[src/rtl/sst_pkg.sv]
package sst_pkg;

    typedef enum logic [1:0] {
        A_TDR  = 2'd0,
        A_RDR  = 2'd1,
        A_STAT = 2'd2,
        A_CTRL = 2'd3
    } addr_e;

    localparam int F_TXE = 0;
    localparam int F_RXF = 1;
    localparam int F_OVR = 2;
    localparam int NFLAG = 3;

    typedef struct packed {
        logic rx_ie;
        logic tx_ie;
        logic rx_en;
        logic tx_en;
    } ctrl_t;

endpackage

[src/rtl/sst_shifter.sv]
module sst_shifter #(
    parameter int HALF_DIV = 4
) (
    input  logic       clk,
    input  logic       rst_n,
    input  logic       go_i,
    input  logic [7:0] tdr_i,
    input  logic       rxd_i,
    output logic       start_o,
    output logic       done_o,
    output logic [7:0] rx_byte_o,
    output logic       sck_o,
    output logic       txd_o
);
    localparam int CW = (HALF_DIV > 1) ? $clog2(HALF_DIV) : 1;
    localparam logic [CW-1:0] DIV_LAST = CW'(HALF_DIV - 1);

    typedef struct packed {
        logic          busy;
        logic          hi;
        logic [2:0]    bitn;
        logic [CW-1:0] div;
        logic [7:0]    tsh;
        logic [7:0]    rsh;
    } eng_t;

    eng_t eng_d, eng_q;
    logic tick;

    always_comb begin
        eng_d   = eng_q;
        start_o = 1'b0;
        done_o  = 1'b0;
        tick    = (eng_q.div == DIV_LAST);
        rx_byte_o = {rxd_i, eng_q.rsh[7:1]};
        if (!eng_q.busy) begin
            if (go_i) begin
                start_o    = 1'b1;
                eng_d.busy = 1'b1;
                eng_d.hi   = 1'b0;
                eng_d.bitn = '0;
                eng_d.div  = '0;
                eng_d.tsh  = tdr_i;
            end
        end else if (!tick) begin
            eng_d.div = eng_q.div + 1'b1;
        end else begin
            eng_d.div = '0;
            if (!eng_q.hi) begin
                eng_d.hi  = 1'b1;
                eng_d.rsh = {rxd_i, eng_q.rsh[7:1]};
                done_o    = (eng_q.bitn == 3'd7);
            end else if (eng_q.bitn != 3'd7) begin
                eng_d.hi   = 1'b0;
                eng_d.bitn = eng_q.bitn + 3'd1;
                eng_d.tsh  = {1'b1, eng_q.tsh[7:1]};
            end else if (go_i) begin
                start_o    = 1'b1;
                eng_d.hi   = 1'b0;
                eng_d.bitn = '0;
                eng_d.tsh  = tdr_i;
            end else begin
                eng_d.busy = 1'b0;
                eng_d.tsh  = '1;
            end
        end
    end

    always_ff @(posedge clk) begin
        if (!rst_n) begin
            eng_q      <= '0;
            eng_q.tsh  <= '1;
        end else begin
            eng_q <= eng_d;
        end
    end

    assign sck_o = !(eng_q.busy && !eng_q.hi);
    assign txd_o = eng_q.tsh[0];


    txd_on_fall_chk: assert property (@(posedge clk) disable iff (!rst_n)
        (txd_o != $past(txd_o)) |-> ($fell(sck_o) || (sck_o && !eng_q.busy)));


    sck_hold_chk: assert property (@(posedge clk) disable iff (!rst_n)
        (eng_q.busy && !tick) |=> $stable(sck_o));

endmodule

[src/rtl/sst_regs.sv]
module sst_regs
    import sst_pkg::*;
(
    input  logic       clk,
    input  logic       rst_n,
    input  logic       wr_en,
    input  logic       rd_en,
    input  logic [1:0] addr,
    input  logic [7:0] wdata,
    input  logic       dma_tx_wr,
    input  logic       dma_rx_rd,
    input  logic       start_i,
    input  logic       done_i,
    input  logic [7:0] rx_byte_i,
    output logic [7:0] rdata,
    output logic [7:0] tdr_o,
    output logic       go_o,
    output logic       irq_txe_o,
    output logic       irq_rxf_o,
    output logic       irq_rxerr_o
);
    typedef struct packed {
        logic [7:0]       tdr;
        logic [7:0]       rdr;
        logic [NFLAG-1:0] flg;
        logic [NFLAG-1:0] arm;
        ctrl_t            ctrl;
    } regs_t;

    regs_t reg_d, reg_q;
    logic [7:0] status;
    addr_e      a;

    assign status = {5'b0, reg_q.flg};
    assign a      = addr_e'(addr);

    always_comb begin
        reg_d = reg_q;
        if (rd_en && a == A_STAT)
            reg_d.arm = reg_q.arm | reg_q.flg;
        if (wr_en) begin
            case (a)
                A_TDR:  reg_d.tdr = wdata;
                A_STAT: begin
                    for (int i = 0; i < NFLAG; i++) begin
                        if (!wdata[i] && reg_q.arm[i]) begin
                            reg_d.flg[i] = 1'b0;
                            reg_d.arm[i] = 1'b0;
                        end
                    end
                end
                A_CTRL: reg_d.ctrl = ctrl_t'(wdata[3:0]);
                default: ;
            endcase
        end
        if (dma_tx_wr) begin
            reg_d.tdr        = wdata;
            reg_d.flg[F_TXE] = 1'b0;
            reg_d.arm[F_TXE] = 1'b0;
        end
        if (dma_rx_rd) begin
            reg_d.flg[F_RXF] = 1'b0;
            reg_d.arm[F_RXF] = 1'b0;
        end
        if (start_i) begin
            reg_d.flg[F_TXE] = 1'b1;
            reg_d.arm[F_TXE] = 1'b0;
        end
        if (done_i && reg_q.ctrl.rx_en) begin
            if (reg_d.flg[F_RXF]) begin
                reg_d.flg[F_OVR] = 1'b1;
                reg_d.arm[F_OVR] = 1'b0;
            end else begin
                reg_d.rdr        = rx_byte_i;
                reg_d.flg[F_RXF] = 1'b1;
                reg_d.arm[F_RXF] = 1'b0;
            end
        end
    end

    always_ff @(posedge clk) begin
        if (!rst_n) begin
            reg_q            <= '0;
            reg_q.flg[F_TXE] <= 1'b1;
        end else begin
            reg_q <= reg_d;
        end
    end

    always_comb begin
        if (dma_rx_rd) rdata = reg_q.rdr;
        else begin
            case (a)
                A_TDR:   rdata = reg_q.tdr;
                A_RDR:   rdata = reg_q.rdr;
                A_STAT:  rdata = status;
                default: rdata = {4'b0, reg_q.ctrl};
            endcase
        end
    end

    assign tdr_o       = reg_q.tdr;
    assign go_o        = reg_q.ctrl.tx_en && !reg_q.flg[F_TXE] && !reg_q.flg[F_OVR];
    assign irq_txe_o   = reg_q.ctrl.tx_ie && reg_q.flg[F_TXE];
    assign irq_rxf_o   = reg_q.ctrl.rx_ie && reg_q.flg[F_RXF] && !reg_q.flg[F_OVR];
    assign irq_rxerr_o = reg_q.ctrl.rx_ie && reg_q.flg[F_OVR];


    txe_reload_chk: assert property (@(posedge clk) disable iff (!rst_n)
        start_i |=> reg_q.flg[F_TXE]);


    ovr_halt_chk: assert property (@(posedge clk) disable iff (!rst_n)
        reg_q.flg[F_OVR] |-> !start_i);


    ovr_set_chk: assert property (@(posedge clk) disable iff (!rst_n)
        (done_i && reg_q.ctrl.rx_en && reg_q.flg[F_RXF] && !wr_en && !dma_rx_rd)
        |=> (reg_q.flg[F_OVR] && $stable(reg_q.rdr)));


    write_one_keeps_chk: assert property (@(posedge clk) disable iff (!rst_n)
        (reg_q.flg[F_RXF] && wr_en && a == A_STAT && wdata[F_RXF] && !dma_rx_rd)
        |=> reg_q.flg[F_RXF]);

endmodule

[src/rtl/sync_serial_xcvr.sv]
module sync_serial_xcvr #(
    parameter int HALF_DIV = 4
) (
    input  logic       clk,
    input  logic       rst_n,
    input  logic       wr_en,
    input  logic       rd_en,
    input  logic [1:0] addr,
    input  logic [7:0] wdata,
    output logic [7:0] rdata,
    input  logic       dma_tx_wr,
    input  logic       dma_rx_rd,
    input  logic       rxd,
    output logic       txd,
    output logic       sck,
    output logic       irq_txe,
    output logic       irq_rxf,
    output logic       irq_rxerr
);
    logic       go, start, done;
    logic [7:0] tdr, rx_byte;

    sst_regs i_regs (
        .clk(clk), .rst_n(rst_n), .wr_en(wr_en), .rd_en(rd_en), .addr(addr),
        .wdata(wdata), .dma_tx_wr(dma_tx_wr), .dma_rx_rd(dma_rx_rd),
        .start_i(start), .done_i(done), .rx_byte_i(rx_byte), .rdata(rdata),
        .tdr_o(tdr), .go_o(go), .irq_txe_o(irq_txe), .irq_rxf_o(irq_rxf),
        .irq_rxerr_o(irq_rxerr)
    );

    sst_shifter #(.HALF_DIV(HALF_DIV)) i_shifter (
        .clk(clk), .rst_n(rst_n), .go_i(go), .tdr_i(tdr), .rxd_i(rxd),
        .start_o(start), .done_o(done), .rx_byte_o(rx_byte),
        .sck_o(sck), .txd_o(txd)
    );

endmodule

[config.mk]
export PLATFORM = sky130hd
export DESIGN_NAME = sync_serial_xcvr
export DESIGN_NICKNAME = d
export VERILOG_FILES = /design/src/rtl/sst_pkg.sv /design/src/rtl/sst_shifter.sv /design/src/rtl/sst_regs.sv /design/src/rtl/sync_serial_xcvr.sv
export SDC_FILE = /design/constraint.sdc
export NUM_CORES = 1
export LEC_CHECK = 0
export ABC_AREA = 1
export BUFFER_PORTS_ARGS = -buffer_cell sky130_fd_sc_hd__buf_2
export CORE_AREA = 2 2 69 97
export CTS_CLUSTER_SIZE = 16
export DETAILED_ROUTE_END_ITERATION = 12
export DIE_AREA = 0 0 71 99
export PLACE_DENSITY = 0.68
export SLEW_MARGIN = 20
export SYNTH_ARGS = -nofsm -noshare
export SYNTH_HDL_FRONTEND = slang
export SYNTH_HIERARCHICAL = 1
export SYNTH_SLANG_ARGS = --single-unit
[constraint.sdc]
create_clock -name clk -period 3.45 [get_ports clk]
set_input_delay 0.345 -clock clk [delete_from_list [all_inputs] [get_ports clk]]
set_output_delay 0.345 -clock clk [all_outputs]
set_load 0.03 [all_outputs]
==> Word-level counts from Yosys, hierarchy flattened <==
Cells that the tools add are included.
{ "word_totals": {"inputBits": 17, "reg_bits": 49} }
{ "classes": {"eq_ne": 9, "n_mux": 46, "n_bitwise": 4, "addsub": 2, "reduce_logical": 35} }
{ "ops": {"columns": ["cell", "count"], "rows": [
  ["$mux W8", 8],
  ["$mux W15", 2],
  ["$pmux W8 S3", 1],
  ["$mux W1", 23],
  ["$mux W16", 1],
  ["$logic_and A1 B1 Y1", 12],
  ["$mux W4", 3],
  ["$mux W10", 1],
  ["$reduce_bool A2 Y1", 5],
  ["$reduce_and A3 Y1", 3],
  ["$reduce_and A2 Y1", 4],
  ["$logic_not A1 Y1", 7],
  ["$eq A2 B2 Y1 const B", 3],
  ["$mux W2", 3],
  ["$mux W3", 2],
  ["$mux W6", 1],
  ["$mux W5", 1],
  ["$ne A2 B2 Y1 const B", 2],
  ["$ne A4 B4 Y1 const B", 1],
  ["$reduce_and A4 Y1", 1],
  ["$add A3 B1 Y3 const B", 1],
  ["$eq A3 B3 Y1 const B", 1],
  ["$ne A3 B3 Y1 const B", 1],
  ["$not A1 Y1", 3],
  ["6 further kinds", 6]
]} }

==> Logic depth before layout (Yosys ltp) <==
{ "logic_depth": {"depth_word": 9, "depth_mapped": 11} }

==> Cells and area by module <==
The synthesis kept the hierarchy.
{ "modules_own_cells": {"columns": ["module", "cells_per_inst", "seq_area_each_um2", "n_inst", "area_each_um2"], "rows": [
  ["sst_regs", 196, 520.5, 1, 1342.5],
  ["sst_shifter", 184, 440.4, 1, 1208.7]
]} }

==> Worst setup path before layout <==
No wires, ideal clock.
{ "synth_timing": {"path_kind": "input to output", "start": "input addr[0]", "end": "output rdata[3]", "t_arrival_ps": 1572, "n_path_buf": 0, "cell_stages": 2, "slack_ps": 1533, "cell_sequence": "nand2_1 o311ai_0"} }
{ "synth_between": {"elab_chain_len": 3} }
{ "synth_lines": {"columns": ["item", "line", "source"], "rows": [
  ["from (decl)", "sync_serial_xcvr.sv:8", "input logic [1:0] addr,"],
  ["$eq A2 B2 Y1 (tied with other cells)", "sst_regs.sv:93", "case (a)"],
  ["$pmux W8 S3 (*)", "sst_regs.sv:93", null],
  ["$mux W8 (*)", "sst_regs.sv:91", "if (dma_rx_rd) rdata = reg_q.rdr;"],
  ["to (decl)", "sync_serial_xcvr.sv:10", "output logic [7:0] rdata,"]
]} }
Mark *: on every way between the ends. The rest lies on a longest branch, timed or not.

==> Worst setup path after layout <==
{ "layout_timing": {"start": "register i_shifter/eng_q[16] (netlist name)", "end": "register i_regs.reg_q[12]"} }
{ "layout_between": {"elab_chain_len": 5} }
{ "layout_lines": {"columns": ["item", "line", "source"], "rows": [
  ["from (decl)", "sst_shifter.sv:27", "eng_t eng_d, eng_q;"],
  ["from (signal assigned)", "sst_shifter.sv:74", "eng_q <= eng_d;"],
  ["$eq A2 B2 Y1", "sst_shifter.sv:34", "tick = (eng_q.div == DIV_LAST);"],
  ["$mux W1", "sst_shifter.sv:45", "end else if (!tick) begin"],
  ["$mux W1", "sst_shifter.sv:36", "if (!eng_q.busy) begin"],
  ["named net done", "sync_serial_xcvr.sv:20", "logic go, start, done;"],
  ["$logic_and A1 B1 Y1", "sst_regs.sv:69", "if (done_i && reg_q.ctrl.rx_en) begin"],
  ["$reduce_and A2 Y1 (no line)", null, null],
  ["to (signal assigned)", "sst_regs.sv:86", "reg_q <= reg_d;"],
  ["to (decl)", "sst_regs.sv:30", "regs_t reg_d, reg_q;"]
]} }
The timed path passes the listed nets, and every way through them passes these cells.
A chain may end at the register's enable or synchronous reset.

==> summary.txt <==
Status
  • Status: completed

Global routing
  • GRT overflow: 0
  • Met1 Usage GRT: 0.193
  • Antenna violations before repair: 0
  • Largest net degree at the start of global routing: 42
  • First-pass GRT wire length: 9.82 mm
  • Met2 usage: 0.326
  • Vias in the first global route: 2213
  • Most used routing layer: met2
  • Overall Global Routing Usage: 0.173
  • M3 GR Usage: 0.0276

Clock network
  • Clk slew on worst S/H paths: 90 ps
  • TritonCTS clock tree: built
  • Post-CTS Resized: 0
  • Clock root cell: clkbuf_8
  • H-tree depth: 2
  • CTS Sinks: 48
  • Num CTS Buffers: 5
  • Clk buf depth: 2
  • CTS Hold Buffers Added: 0
  • Skew-Pair Late Insertion Delay: 300 ps
  • Post-CTS Setup Inserts: 0

Timing
  • Hold Slack: 261 ps
  • Setup_tns: 0 ps
  • Crit share post-route: 0.623
  • FMAX: 465 MHz
  • Final slew viol count: 0
  • Final setup violation count: 0
  • Least-Margin Pin Slew: 681 ps
  • Setup Skew: 8.93 ps
  • RSZ-0062 raised after global routing: no
  • Tmin final: 2150 ps
  • Worst slew margin: 0.546
  • Final hold viol count: 0

Placed design
  • Cell Area, Placed: 2610 um^2
  • GP Congestion: 0.849
  • Dpl hpwl: 4.30 mm
  • I/O Buffers: 29

Synth
  • Yosys cell types: 31
  • YS warnings: 6
  • Mapped cell area: 2550 um^2
  • Post-synthesis cell count: 380
  • Synthesized area per cell: 6.71 um^2
  • Primary FF master, synth: dfxtp_1
  • Synthesized flop and latch total: 48
  • Post-synthesis sequential area ratio: 0.377
  • Largest area contributor in the netlist: dfxtp_1
  • Post-synth ARST share: 0
  • Number of synthesized flops with an enable pin: 0
  • Post-synth top area share: 0.377
  • Largest cells by area after synthesis: dfxtp_1, nand2_1, nor2_1
  • Synth Net Count: 401

Power
  • PD cells: 397 nW/um^2
  • Max VDD drop: 0.000172 V
  • P_leak: 0.00132 uW
  • Power Total: 1080 uW

Min path
  • Hold Crit Class: in -> reg

Worst setup path
  • Startpoint Class: flip-flop
  • Worst path required time: 3650 ps
  • CP max FO: 16
  • CP Class: reg -> reg
  • Crit path DAT: 2350 ps
  • CP Capture Type: flip-flop

Cells and area
  • Layout area overhead: 6.42%
  • Multi-input gate area: 1230 um^2
  • Design area: 2720 um^2
  • Share of layout cells above drive strength 1: 0.138
  • Ant. Diodes: 0
  • Most common cell after layout, fill and taps aside: nand2_1
  • Filler cells: 619
  • Register area: 961 um^2
  • Commonest non-fill, non-tap cells in the layout: nand2_1, nor2_1, dfxtp_1
  • Final nets: 412

Die
  • IO Pins: 30
  • DIE AREA: 7030 um^2
  • Starting Density: 0.414
  • Core Region: 6170 um^2
  • Die height: 99 um
  • Core Rows: 34
  • Die X: 71 um

Drt
  • Post-Route WL: 5.64 mm
  • Per-cell routed wire length: 12.1 um
  • Iter 0 DRT Violations: 122
  • Via/cell ratio: 4.92
  • Detailed Routing Iterations Pass 1: 4
  • DR DRC count: 0
  • DR vias: 2283
  • Final ANT Viol Nets: 0

Run
  • Max cap viols: 0
metrics by stage:
stage / util / cells / setup WS, ps
floorplan: - / 380 / 1530
detailed placement: 0.423 / 456 / 1360
global placement: 0.423 / 456 / 1440
global route: 0.440 / 464 / 1080
finish: 0.440 / 464 / 1300
CTS: 0.440 / 464 / 1330
worst max-delay path: stages, from the launching register on:
cell and delay, ps:
dfxtp_1 370, ha_1 270, nand2_4 150, nor2_4 210, inv_1 160, nor2_1 130, nand2_1 120, inv_1 380
nand3_1 140, nand2_1 80, nor2_1 50
layout make-up:
| cell class | count | share of cell area |
|---|---|---|
| Clock buffer | 6 | 0.0267 |
| Clock inverter | 2 | 0.0129 |
| Timing Repair Buffer | 29 | 0.0535 |
| Inverter | 47 | 0.0668 |
| Sequential cell | 48 | 0.354 |
| Multi-Input combinational cell | 260 | 0.453 |
| Tap cell | 72 | 0.0332 |
power by group:
group	switching (uW)	internal [uW]
sequential	14.0	569
clock	190	215
combinational	60.9	29.4
metal layers:
metal | vias to the layer above | wire [um]
met4 | 0 | 112
met2 | 32 | 3040
met1 | 1038 | 2320
met3 | 9 | 163
li1 | 1204 | -
met5 | - | 0
final timing paths:
| kind | startpoint | to | slack, ps | cells past startpoint |
|---|---|---|---|---|
| setup / recovery | i_shifter/eng_q[16]$_SDFFE_PN0P_ | i_regs/reg_q[12]$_SDFFE_PN0P_ | 1300 | 10 |
| hold / removal | wdata[6] | i_regs/tdr_o[6]$_SDFFE_PN0P_ | 260 | 3 |
| setup reg to reg | i_shifter/eng_q[16]$_SDFFE_PN0P_ | i_regs/reg_q[12]$_SDFFE_PN0P_ | 1300 | 10 |
| hold reg to reg | i_shifter/eng_q[15]$_SDFFE_PN1P_ | i_shifter/eng_q[15]$_SDFFE_PN1P_ | 480 | 2 |
synthesized netlist by cell type (all sizes together), types with 3 or more instances:
master  instances
o21ai          26
nor2           68
clkbuf          4
nor3            6
dfxtp          48
a22o            4
nand3          24
inv            47
a21oi          22
buf            21
nand4           3
nand2          97
ha              4
cells by family (layout without fill, tap and decap cells):
family,after synthesis,in the layout,share of synthesized area
compound gates,57,57,0.129
fa+ha+maj,4,4,0.0196
buf+inv,72,84,0.141
flops,48,48,0.377
simple gates,199,199,0.333
registers in the layout (all words and copies together), names as in the netlist:
register and cells:
i_shifter/txd_o 1, i_shifter/rx_byte_o 7, i_regs/reg_q 18, i_regs/tdr_o 8, i_shifter/eng_q 14
Note: power is estimated with default switching activity, not from simulation.
